File: src/rtl/pmu_pkg.sv
package pmu_pkg;

    typedef enum logic [1:0] {
        SRC_RETIRE = 2'd0,
        SRC_CLOCK  = 2'd1,
        SRC_EXT0   = 2'd2,
        SRC_EXT1   = 2'd3
    } evt_src_e;

    typedef enum logic [1:0] {
        PWR_RUN   = 2'd0,
        PWR_LOW   = 2'd1,
        PWR_HALT  = 2'd2,
        PWR_SLEEP = 2'd3
    } pwr_state_e;

    typedef struct packed {
        logic     irq_en;
        logic     enable;
        evt_src_e src;
    } ctr_ctl_t;

    // register map positions that software decodes
    localparam int CTL_SRC_LSB  = 0;
    localparam int CTL_EN_BIT   = 4;
    localparam int CTL_IRQ_BIT  = 5;
    localparam int STS_FRZ_BIT  = 0;
    localparam int STS_OVF_LSB  = 8;
    localparam int CTL_BASE     = 4;
    localparam int CNT_BASE     = 8;

endpackage

File: src/rtl/pmu_counter.sv
module pmu_counter
    import pmu_pkg::*;
#(
    parameter int CTR_W = 32
) (
    input  logic             clk,
    input  logic             rst_n,
    input  logic             frozen_i,
    input  logic             pwr_open_i,
    input  logic [3:0]       evt_i,
    input  logic             ctl_wr_i,
    input  ctr_ctl_t         ctl_wdata_i,
    input  logic             cnt_wr_i,
    input  logic [CTR_W-1:0] cnt_wdata_i,
    output ctr_ctl_t         ctl_o,
    output logic [CTR_W-1:0] cnt_o,
    output logic             wrap_o
);

    typedef struct packed {
        ctr_ctl_t         ctl;
        logic [CTR_W-1:0] cnt;
    } ctr_state_t;

    ctr_state_t st_d, st_q;
    logic       gate_open;
    logic       step;
    logic       wrap_d;

    always_comb begin
        st_d      = st_q;
        gate_open = (st_q.ctl.src == SRC_RETIRE || st_q.ctl.src == SRC_CLOCK)
                    ? pwr_open_i : 1'b1;
        step      = st_q.ctl.enable && !frozen_i && evt_i[st_q.ctl.src] && gate_open;
        wrap_d    = 1'b0;
        if (ctl_wr_i) begin
            st_d.ctl = ctl_wdata_i;
        end
        if (cnt_wr_i) begin
            st_d.cnt = cnt_wdata_i;
        end else if (step) begin
            st_d.cnt = st_q.cnt + 1'b1;
            wrap_d   = &st_q.cnt;
        end
    end

    always_ff @(posedge clk or negedge rst_n) begin
        if (!rst_n) begin
            st_q <= '0;
        end else begin
            st_q <= st_d;
        end
    end

    assign ctl_o  = st_q.ctl;
    assign cnt_o  = st_q.cnt;
    assign wrap_o = wrap_d;

    AST_FROZEN_HOLD: assert property (@(posedge clk) disable iff (!rst_n)
        (frozen_i && !cnt_wr_i) |=> (st_q.cnt == $past(st_q.cnt)));

    AST_WRAP_ZERO: assert property (@(posedge clk) disable iff (!rst_n)
        wrap_o |=> (st_q.cnt == '0));

endmodule

File: src/rtl/pmu_status.sv
module pmu_status #(
    parameter int NUM_CTR = 4,
    parameter int SLOTS   = 8
) (
    input  logic               clk,
    input  logic               rst_n,
    input  logic [NUM_CTR-1:0] wrap_i,
    input  logic [NUM_CTR-1:0] irq_en_i,
    input  logic               sw_wr_i,
    input  logic               sw_frz_i,
    input  logic [SLOTS-1:0]   sw_ovf_i,
    output logic [SLOTS-1:0]   ovf_o,
    output logic               frozen_o,
    output logic               irq_o
);

    localparam logic [SLOTS-1:0] IMPL_MASK = {SLOTS{1'b1}} >> (SLOTS - NUM_CTR);

    typedef struct packed {
        logic [SLOTS-1:0] ovf;
        logic             frz;
    } sts_state_t;

    sts_state_t       st_d, st_q;
    logic [SLOTS-1:0] wrap_ext;
    logic [SLOTS-1:0] irq_en_ext;

    assign wrap_ext   = SLOTS'(wrap_i);
    assign irq_en_ext = SLOTS'(irq_en_i);

    always_comb begin
        st_d = st_q;
        if (sw_wr_i) begin
            st_d.ovf = sw_ovf_i & IMPL_MASK;
            st_d.frz = sw_frz_i;
        end
        st_d.ovf = st_d.ovf | wrap_ext;
        st_d.frz = st_d.frz | (|(wrap_i & irq_en_i));
    end

    always_ff @(posedge clk or negedge rst_n) begin
        if (!rst_n) begin
            st_q <= '0;
        end else begin
            st_q <= st_d;
        end
    end

    assign ovf_o    = st_q.ovf;
    assign frozen_o = st_q.frz;
    assign irq_o    = st_q.frz && (|(st_q.ovf & irq_en_ext));

    AST_OVF_STICKY: assert property (@(posedge clk) disable iff (!rst_n)
        !sw_wr_i |=> ((st_q.ovf & $past(st_q.ovf)) == $past(st_q.ovf)));

    AST_FRZ_STICKY: assert property (@(posedge clk) disable iff (!rst_n)
        (st_q.frz && !sw_wr_i) |=> st_q.frz);

    AST_WRAP_SETS_ALL: assert property (@(posedge clk) disable iff (!rst_n)
        (|wrap_i) |=> ((st_q.ovf & $past(wrap_ext)) == $past(wrap_ext)));

    AST_IRQ_WRAP_FREEZE: assert property (@(posedge clk) disable iff (!rst_n)
        (|(wrap_i & irq_en_i)) |=> (st_q.frz && irq_o));

    AST_UNIMPL_CLEAR: assert property (@(posedge clk) disable iff (!rst_n)
        ((st_q.ovf & ~IMPL_MASK) == '0));

endmodule

File: src/rtl/pmu_ovf_unit.sv
module pmu_ovf_unit
    import pmu_pkg::*;
#(
    parameter int NUM_CTR = 4,
    parameter int CTR_W   = 32,
    parameter int SLOTS   = 8,
    parameter int REG_W   = 32,
    parameter int ADDR_W  = 4
) (
    input  logic              clk,
    input  logic              rst_n,
    input  logic              retire_i,
    input  logic [1:0]        ext_evt_i,
    input  logic [1:0]        pwr_state_i,
    input  logic              wr_en_i,
    input  logic [ADDR_W-1:0] wr_addr_i,
    input  logic [REG_W-1:0]  wr_data_i,
    input  logic [ADDR_W-1:0] rd_addr_i,
    output logic [REG_W-1:0]  rd_data_o,
    output logic              pmi_o
);

    ctr_ctl_t           ctl_w  [NUM_CTR];
    logic [CTR_W-1:0]   cnt_w  [NUM_CTR];
    logic [NUM_CTR-1:0] wrap_w;
    logic [NUM_CTR-1:0] irq_en_w;
    logic [SLOTS-1:0]   ovf_w;
    logic               frozen_w;
    logic               pwr_open;
    logic [3:0]         evt_vec;
    ctr_ctl_t           ctl_wdata;
    logic               sts_wr;

    assign pwr_open  = (pwr_state_e'(pwr_state_i) == PWR_RUN) ||
                       (pwr_state_e'(pwr_state_i) == PWR_LOW);
    assign evt_vec   = {ext_evt_i[1], ext_evt_i[0], 1'b1, retire_i};
    assign ctl_wdata = '{irq_en: wr_data_i[CTL_IRQ_BIT],
                         enable: wr_data_i[CTL_EN_BIT],
                         src:    evt_src_e'(wr_data_i[CTL_SRC_LSB +: 2])};
    assign sts_wr    = wr_en_i && (wr_addr_i == '0);

    for (genvar n = 0; n < NUM_CTR; n++) begin : g_ctr
        pmu_counter #(.CTR_W(CTR_W)) ctr_i (
            .clk         (clk),
            .rst_n       (rst_n),
            .frozen_i    (frozen_w),
            .pwr_open_i  (pwr_open),
            .evt_i       (evt_vec),
            .ctl_wr_i    (wr_en_i && (wr_addr_i == ADDR_W'(CTL_BASE + n))),
            .ctl_wdata_i (ctl_wdata),
            .cnt_wr_i    (wr_en_i && (wr_addr_i == ADDR_W'(CNT_BASE + n))),
            .cnt_wdata_i (wr_data_i[CTR_W-1:0]),
            .ctl_o       (ctl_w[n]),
            .cnt_o       (cnt_w[n]),
            .wrap_o      (wrap_w[n])
        );
        assign irq_en_w[n] = ctl_w[n].irq_en;
    end

    pmu_status #(.NUM_CTR(NUM_CTR), .SLOTS(SLOTS)) sts_i (
        .clk      (clk),
        .rst_n    (rst_n),
        .wrap_i   (wrap_w),
        .irq_en_i (irq_en_w),
        .sw_wr_i  (sts_wr),
        .sw_frz_i (wr_data_i[STS_FRZ_BIT]),
        .sw_ovf_i (wr_data_i[STS_OVF_LSB +: SLOTS]),
        .ovf_o    (ovf_w),
        .frozen_o (frozen_w),
        .irq_o    (pmi_o)
    );

    always_comb begin
        rd_data_o = '0;
        if (rd_addr_i == '0) begin
            rd_data_o[STS_FRZ_BIT]           = frozen_w;
            rd_data_o[STS_OVF_LSB +: SLOTS]  = ovf_w;
        end
        for (int n = 0; n < NUM_CTR; n++) begin
            if (rd_addr_i == ADDR_W'(CTL_BASE + n)) begin
                rd_data_o[CTL_SRC_LSB +: 2] = ctl_w[n].src;
                rd_data_o[CTL_EN_BIT]       = ctl_w[n].enable;
                rd_data_o[CTL_IRQ_BIT]      = ctl_w[n].irq_en;
            end
            if (rd_addr_i == ADDR_W'(CNT_BASE + n)) begin
                rd_data_o = REG_W'(cnt_w[n]);
            end
        end
    end

    AST_RESUME_NEEDS_CLEAR: assert property (@(posedge clk) disable iff (!rst_n)
        (frozen_w && !sts_wr) |=> frozen_w);

endmodule

File: config.mk
export PLATFORM = sky130hd
export DESIGN_NAME = pmu_ovf_unit
export DESIGN_NICKNAME = d
export VERILOG_FILES = /design/src/rtl/pmu_pkg.sv /design/src/rtl/pmu_counter.sv /design/src/rtl/pmu_status.sv /design/src/rtl/pmu_ovf_unit.sv
export SDC_FILE = /design/constraint.sdc
export NUM_CORES = 1
export LEC_CHECK = 0
export ABC_CLOCK_PERIOD_IN_PS = 8000
export BUFFER_PORTS_ARGS = -buffer_cell sky130_fd_sc_hd__buf_2
export CAP_MARGIN = 20
export CORE_ASPECT_RATIO = 0.7
export CORE_MARGIN = 10
export CORE_UTILIZATION = 40
export DETAILED_ROUTE_END_ITERATION = 8
export SLEW_MARGIN = 20
export SYNTH_ARGS = -nofsm -noshare
export SYNTH_HDL_FRONTEND = slang
export SYNTH_SLANG_ARGS = --single-unit
File: constraint.sdc
create_clock -name clk -period 8 [get_ports clk]
set_clock_uncertainty 0.1 [all_clocks]
set_input_delay 1.6 -clock clk [delete_from_list [all_inputs] [get_ports clk]]
set_output_delay 1.6 -clock clk [all_outputs]
set_load 0.03 [all_outputs]
# Yosys cells after proc, flatten, opt, wreduce, memory -nomap -nowiden
# Cells that the tools add are included.
# totals
regBits	153
wordCells	139
out_inout_bits	33
# classes
n_lt_le_gt_ge	4
addsub	4
mux	43
n_eq_ne	21
n_reduce_logical	45
bitwise	4
# op_table
operator	count
2-to-1 mux 32 bit	12
adder 32 x 1 -> 32 bit (second input constant)	4
AND reduction 32 bit	4
== test 4 x 3 -> 1 bit (second input constant)	8
== test 4 bit (second input constant)	8
logical AND 1 bit	22
2-to-1 mux 1 bit	17
2-to-1 mux 2 bit	8
< comparator 2 x 3 -> 1 bit (second input constant)	4
== test 2 x 1 -> 1 bit (second input constant)	5
zero test 2 bit	5
2-to-1 mux 9 bit	1
bitwise AND 8 x 4 -> 8 bit	1
binary-select mux 1 bit (select 2 bit)	4
zero test 4 bit	2
2-to-1 mux 8 bit	1
OR 8 x 4 -> 8 bit	1
nonzero test 2 bit	4
OR reduction 8 bit	1
logical OR 1 bit	5
bitwise AND 4 bit	1
OR reduction 4 bit	1
zero test 1 bit	1
OR 1 bit	1

# Depth between registers and ports, before layout
# depth
word_depth	10
ltp_mapped	8
ltp_nobuf	6

# Hierarchy
# Synthesis repeated with hierarchy kept, for this count alone.
# hier_totals
hier_cells	1160
hier_area_um2	10358.7
# by_module_without_submodules
module	cells_per_inst	seq_area_each_um2	area_per_inst_um2	n_inst
pmu_counter at g_ctr[0].ctr_i ...	227	900.9	2053.2	3
pmu_counter at g_ctr[1].ctr_i	285	900.9	2426.1	1
pmu_ovf_unit	168	0.0	1476.4	1
pmu_status	26	125.1	296.5	1

# Worst setup path after synthesis
# OpenSTA, ideal clock, no wires.
# synth_path
kind	input -> output
startpoint	input rd_addr_i[3]
endpoint	output rd_data_o[11]
stages	7
slack_ns	2.806
n_path_buf	3
arrival_time_ns	3.494
required_ns	6.300
cell_sequence	clkbuf_1 -> nand2b_1 -> nor3_1 -> clkbuf_1 -> buf_1 -> a222oi_1 -> a21oi_1
# synth_via
elab_chain_len	6
elab_cells_between_ends	10
cone_classes	eq/ne: 4; mux: 5; reduce/logical: 1
# synth_rtl
item	line	source
start: declaration	pmu_ovf_unit.sv:18	input logic [ADDR_W-1:0] rd_addr_i,
zero test 4 bit	pmu_ovf_unit.sv:75	if (rd_addr_i == '0) begin
2-to-1 mux 8 bit	pmu_ovf_unit.sv:75	
2-to-1 mux 32 bit (3 in series)	pmu_ovf_unit.sv:85	if (rd_addr_i == ADDR_W'(CNT_BASE + n)) begin
2-to-1 mux 32 bit *	pmu_ovf_unit.sv:85	
end: declaration	pmu_ovf_unit.sv:19	output logic [REG_W-1:0] rd_data_o,
# Mark *: on every way between the ends. The rest lies on a longest branch, timed or not.

# Worst setup path after layout
# layout_path
startpoint	input rd_addr_i[2]
endpoint	output rd_data_o[22]
# layout_via
elab_chain_len	5
elab_cells_between_ends	8
cone_classes	eq/ne: 4; mux: 4
# layout_rtl
item	line
== test 4 bit	pmu_ovf_unit.sv:85
2-to-1 mux 32 bit (3 in series)	pmu_ovf_unit.sv:85
2-to-1 mux 32 bit *	pmu_ovf_unit.sv:85
# Marks and branches as above.

==> metrics.txt <==
# TYPE chip_impl_metric gauge
chip_impl_metric{name="cts_hold_buffers",unit=""} 0
chip_impl_metric{name="postSynthRegisterBits",unit=""} 149
chip_impl_metric{name="power.share.clock",unit=""} 0.309
chip_impl_info{name="setup.worst_path.end_class",value="primary output"} 1
chip_impl_metric{name="layout_min_cycle_time",unit="ns"} 5.177
chip_impl_metric{name="area.growth.synth_to_final",unit="%"} 12.75
chip_impl_metric{name="synth-seq-area-share",unit=""} 0.3878
chip_impl_metric{name="grt_pass1_wl",unit="µm"} 50460
chip_impl_metric{name="detail_route.iter0.violations",unit=""} 1308
chip_impl_metric{name="mappedNetlistArea",unit="mm²"} 0.009615
chip_impl_metric{name="post_layout_power",unit="mW"} 2.868
chip_impl_info{name="synth-main-ff-cell",value="sky130_fd_sc_hd__dfrtp_1"} 1
chip_impl_metric{name="route.antenna.remaining_nets",unit=""} 0
chip_impl_metric{name="dieWidth",unit="µm"} 205.3
chip_impl_info{name="tritoncts",value="built"} 1
chip_impl_metric{name="max-clock-path-buffers",unit=""} 2
chip_impl_metric{name="drv_slew",unit=""} 0
chip_impl_metric{name="layout-drive-gt1-share",unit=""} 0.1323
chip_impl_metric{name="number_of_diodes",unit=""} 0
chip_impl_metric{name="avgViaCountPerCell",unit=""} 5.987
chip_impl_metric{name="port_buffers",unit=""} 79
chip_impl_info{name="critPathKind",value="in -> out"} 1
chip_impl_metric{name="remaining_drc_errors",unit=""} 0
chip_impl_metric{name="async_reset_ff_frac",unit=""} 1.000
chip_impl_metric{name="finalWirelength",unit="µm"} 33200
chip_impl_info{name="clock_tree.root_cell",value="sky130_fd_sc_hd__clkbuf_16"} 1
chip_impl_metric{name="final.fill_count",unit=""} 2332
chip_impl_metric{name="clock-sinks",unit=""} 149
chip_impl_info{name="outcome",value="finished, final reports clean"} 1
chip_impl_metric{name="die_y",unit="µm"} 149.7
chip_impl_metric{name="cap_viol_max_count",unit=""} 0
chip_impl_metric{name="report.final.hold_viol_count",unit=""} 0
chip_impl_metric{name="synth_enable_flop_cells",unit=""} 0
chip_impl_info{name="post-synth-top-area-cell",value="sky130_fd_sc_hd__dfrtp_1"} 1
chip_impl_info{name="synth_area_leaders",value="sky130_fd_sc_hd__dfrtp_1 39%, sky130_fd_sc_hd__xnor2_1 9.0%, sky130_fd_sc_hd__nand2_1 5.5%"} 1
chip_impl_metric{name="via_count_of_the_first_global_routing_pass",unit=""} 8134
chip_impl_metric{name="via_count",unit=""} 8962
chip_impl_metric{name="yosysWarnings",unit=""} 0
chip_impl_metric{name="antenna_found_initial",unit=""} 0
chip_impl_metric{name="gpl.final_weighted_congestion",unit=""} 0.9081
chip_impl_metric{name="placeableCoreArea",unit="mm²"} 0.02364
chip_impl_metric{name="critPathMaxFanout",unit=""} 31
chip_impl_metric{name="power.switching_fraction",unit=""} 0.3727
chip_impl_metric{name="synth.distinct_cells",unit=""} 58
chip_impl_metric{name="synth.top_cell.area_share",unit=""} 0.3878
chip_impl_metric{name="grt_remaining_overflow",unit=""} 0
chip_impl_metric{name="worst_ir_drop_vdd",unit="mV"} 0.1385
chip_impl_metric{name="grt_start_max_net_pins",unit=""} 86
chip_impl_metric{name="final_tns_setup",unit="ns"} 0
chip_impl_metric{name="initial_core_util",unit=""} 0.4067
chip_impl_metric{name="seqPwrFrac",unit=""} 0.447
chip_impl_metric{name="insertion_delay",unit="ns"} 0.44
chip_impl_metric{name="finish.net_count",unit=""} 1218
chip_impl_info{name="timing.hold.worst.class",value="reg -> reg"} 1
chip_impl_metric{name="rel_slew_slack",unit=""} 0.3956
chip_impl_metric{name="htree_levels",unit=""} 4
chip_impl_metric{name="avgSynthCellArea",unit="µm²"} 8.464
chip_impl_metric{name="fmaxAchievable",unit="GHz"} 0.1932
chip_impl_metric{name="grt_usage",unit=""} 0.2148
chip_impl_metric{name="cp.arrival",unit="ns"} 3.48
chip_impl_metric{name="row_count",unit=""} 47
chip_impl_metric{name="timing_worst_slew_pin_value",unit="ns"} 0.9065
chip_impl_info{name="timing.critical_path.from_type",value="input port"} 1
chip_impl_metric{name="synthesis.instances",unit=""} 1136
chip_impl_metric{name="cts-buffers-inserted",unit=""} 17
chip_impl_metric{name="internal-power",unit="mW"} 1.799
chip_impl_metric{name="drt_pass1_iterations",unit=""} 8
chip_impl_metric{name="floorplan.die_area",unit="mm²"} 0.03074
chip_impl_metric{name="net-switching-power",unit="mW"} 1.069
chip_impl_metric{name="finalSetupViolCount",unit=""} 0
chip_impl_metric{name="critPathRequiredTime",unit="ns"} 6.30
chip_impl_metric{name="post_synthesis_net_count",unit=""} 1188
chip_impl_metric{name="fin_crit_sh",unit=""} 0.6471
chip_impl_metric{name="ctsResizeCount",unit=""} 0
chip_impl_metric{name="total_leakage_power",unit="nW"} 3.948
chip_impl_metric{name="post-cts-setup-buffers",unit=""} 0
chip_impl_info{name="rsz0062_at_grt",value="no"} 1
chip_impl_metric{name="power_frac_comb",unit=""} 0.243
chip_impl_metric{name="hpwlAfterDp",unit="µm"} 24450
chip_impl_metric{name="cts.reportedPaths.clkPinSlew",unit="ns"} 0.06
chip_impl_metric{name="drt-wirelength-per-cell",unit="µm"} 22.18
chip_impl_metric{name="power_density",unit="mW/mm²"} 264.5
chip_impl_metric{name="pin_count",unit=""} 81
## stage by stage
stage | worst slack (ns) | instance area [µm²] | hold slack (ns) | instances | util
floorplan | 2.806 | 9615 | 0.3806 | 1136 | -
global placement | 2.900 | 10200 | 0.4203 | 1465 | 0.4315
detailed placement | 2.875 | 10200 | 0.4156 | 1465 | 0.4315
CTS | 2.872 | 10840 | 0.4382 | 1497 | 0.4586
global route | 2.747 | 10840 | 0.4857 | 1497 | 0.4586
finish | 2.823 | 10840 | 0.4498 | 1497 | 0.4586
## synth_stat cells, types with 12 or more instances
| cell type | number |
|---|---|
| sky130_fd_sc_hd__nor4b_1 | 14 |
| sky130_fd_sc_hd__and3_1 | 15 |
| sky130_fd_sc_hd__nand2_1 | 140 |
| sky130_fd_sc_hd__inv_1 | 15 |
| sky130_fd_sc_hd__nor4_1 | 40 |
| sky130_fd_sc_hd__a222oi_1 | 31 |
| sky130_fd_sc_hd__mux2_2 | 12 |
| sky130_fd_sc_hd__nand3_1 | 38 |
| sky130_fd_sc_hd__clkbuf_1 | 57 |
| sky130_fd_sc_hd__a21oi_1 | 77 |
| sky130_fd_sc_hd__and4_1 | 19 |
| sky130_fd_sc_hd__xnor2_1 | 99 |
| sky130_fd_sc_hd__nand4_1 | 38 |
| sky130_fd_sc_hd__dfrtp_1 | 149 |
| sky130_fd_sc_hd__nor3_1 | 28 |
| sky130_fd_sc_hd__xor2_1 | 21 |
| sky130_fd_sc_hd__nor2_1 | 111 |
| sky130_fd_sc_hd__o21ai_0 | 78 |
## cell usage in the layout, fill, tap and decap left out, drive strengths merged, types with 18 or more instances in the layout
cell type,instances
clkbuf,20
nor4b,18
a21oi,77
nand2,140
xor2,21
nand3,38
and4,19
dfrtp,149
nand4,38
nor3,28
buf,92
o21ai,84
a222oi,31
xnor2,99
nor4,46
nor2,111
## state kept, by name, summed over array words and instances, names as in the netlist
register and cells:
g_ctr.ctr_i.cnt_o 128, g_ctr.ctr_i.ctl_o 16, sts_i.frozen_o 1, sts_i.ovf_o 4
## final timing paths
kind / from / endpoint / slack, ns / depth (start not counted)
setup reg to reg: sts_i.frozen_o$_DFF_PN0_ / g_ctr[0].ctr_i.cnt_o[22]$_DFFE_PN0P_ / 5.16 / 6
min in group asynchronous: rst_n / g_ctr[0].ctr_i.ctl_o[1]$_DFFE_PN0P_ / 1.16 / 1
max in group asynchronous: rst_n / g_ctr[1].ctr_i.cnt_o[28]$_DFFE_PN0P_ / 5.22 / 2
hold reg to reg: sts_i.ovf_o[1]$_DFF_PN0_ / sts_i.ovf_o[1]$_DFF_PN0_ / 0.45 / 2
hold / removal: sts_i.ovf_o[1]$_DFF_PN0_ / sts_i.ovf_o[1]$_DFF_PN0_ / 0.45 / 2
setup / recovery: rd_addr_i[2] / rd_data_o[22] / 2.82 / 7
## critical path, cell delays in order
cell	delay (ns)
sky130_fd_sc_hd__buf_2	0.24
sky130_fd_sc_hd__nand2b_1	0.26
sky130_fd_sc_hd__nor3_2	0.05
sky130_fd_sc_hd__buf_4	0.24
sky130_fd_sc_hd__a222oi_1	0.70
sky130_fd_sc_hd__a21oi_1	0.16
sky130_fd_sc_hd__buf_2	0.22
## power groups by stage
| stage | clock, mW | combinational (mW) | sequential, mW |
|---|---|---|---|
| 6_report | 0.887 | 0.697 | 1.28 |
| 5_1_grt | 0.933 | 0.770 | 1.31 |
| 4_1_cts | 0.898 | 0.694 | 1.27 |
| 3_5_place_dp | 0 | 0.691 | 1.28 |
| 3_3_place_gp | 0 | 0.679 | 1.28 |
| 2_1_floorplan | 0 | 0.531 | 1.15 |
## per-layer routing
metal	vias to the layer above	track usage	share of wire
li1	4204	-	-
met1	4281	0.3366	0.49
met2	440	0.2704	0.38
met3	37	0.06717	0.11
met4	0	0.05093	0.015
met5	-	0	0
## final cells by class
class | count | area, µm² | share of cell area
clock buffer | 20 | 466.7 | 0.04305
tap | 318 | 397.9 | 0.03670
multi-input combinational | 891 | 5518 | 0.5089
clock inverter | 12 | 175.2 | 0.01616
sequential | 149 | 3729 | 0.3439
inverter | 15 | 56.30 | 0.005193
timing repair buffer | 92 | 499.2 | 0.04605
## kinds of logic after synthesis
| family | synth area share |
|---|---|
| flops | 0.3878 |
| fa+ha+maj | 0.005205 |
| buf+inv | 0.04112 |
| simple gates | 0.2789 |
| mux | 0.02550 |
| compound gates | 0.1522 |
| xor+xnor | 0.1093 |
Power figures use the tool's default switching activity.
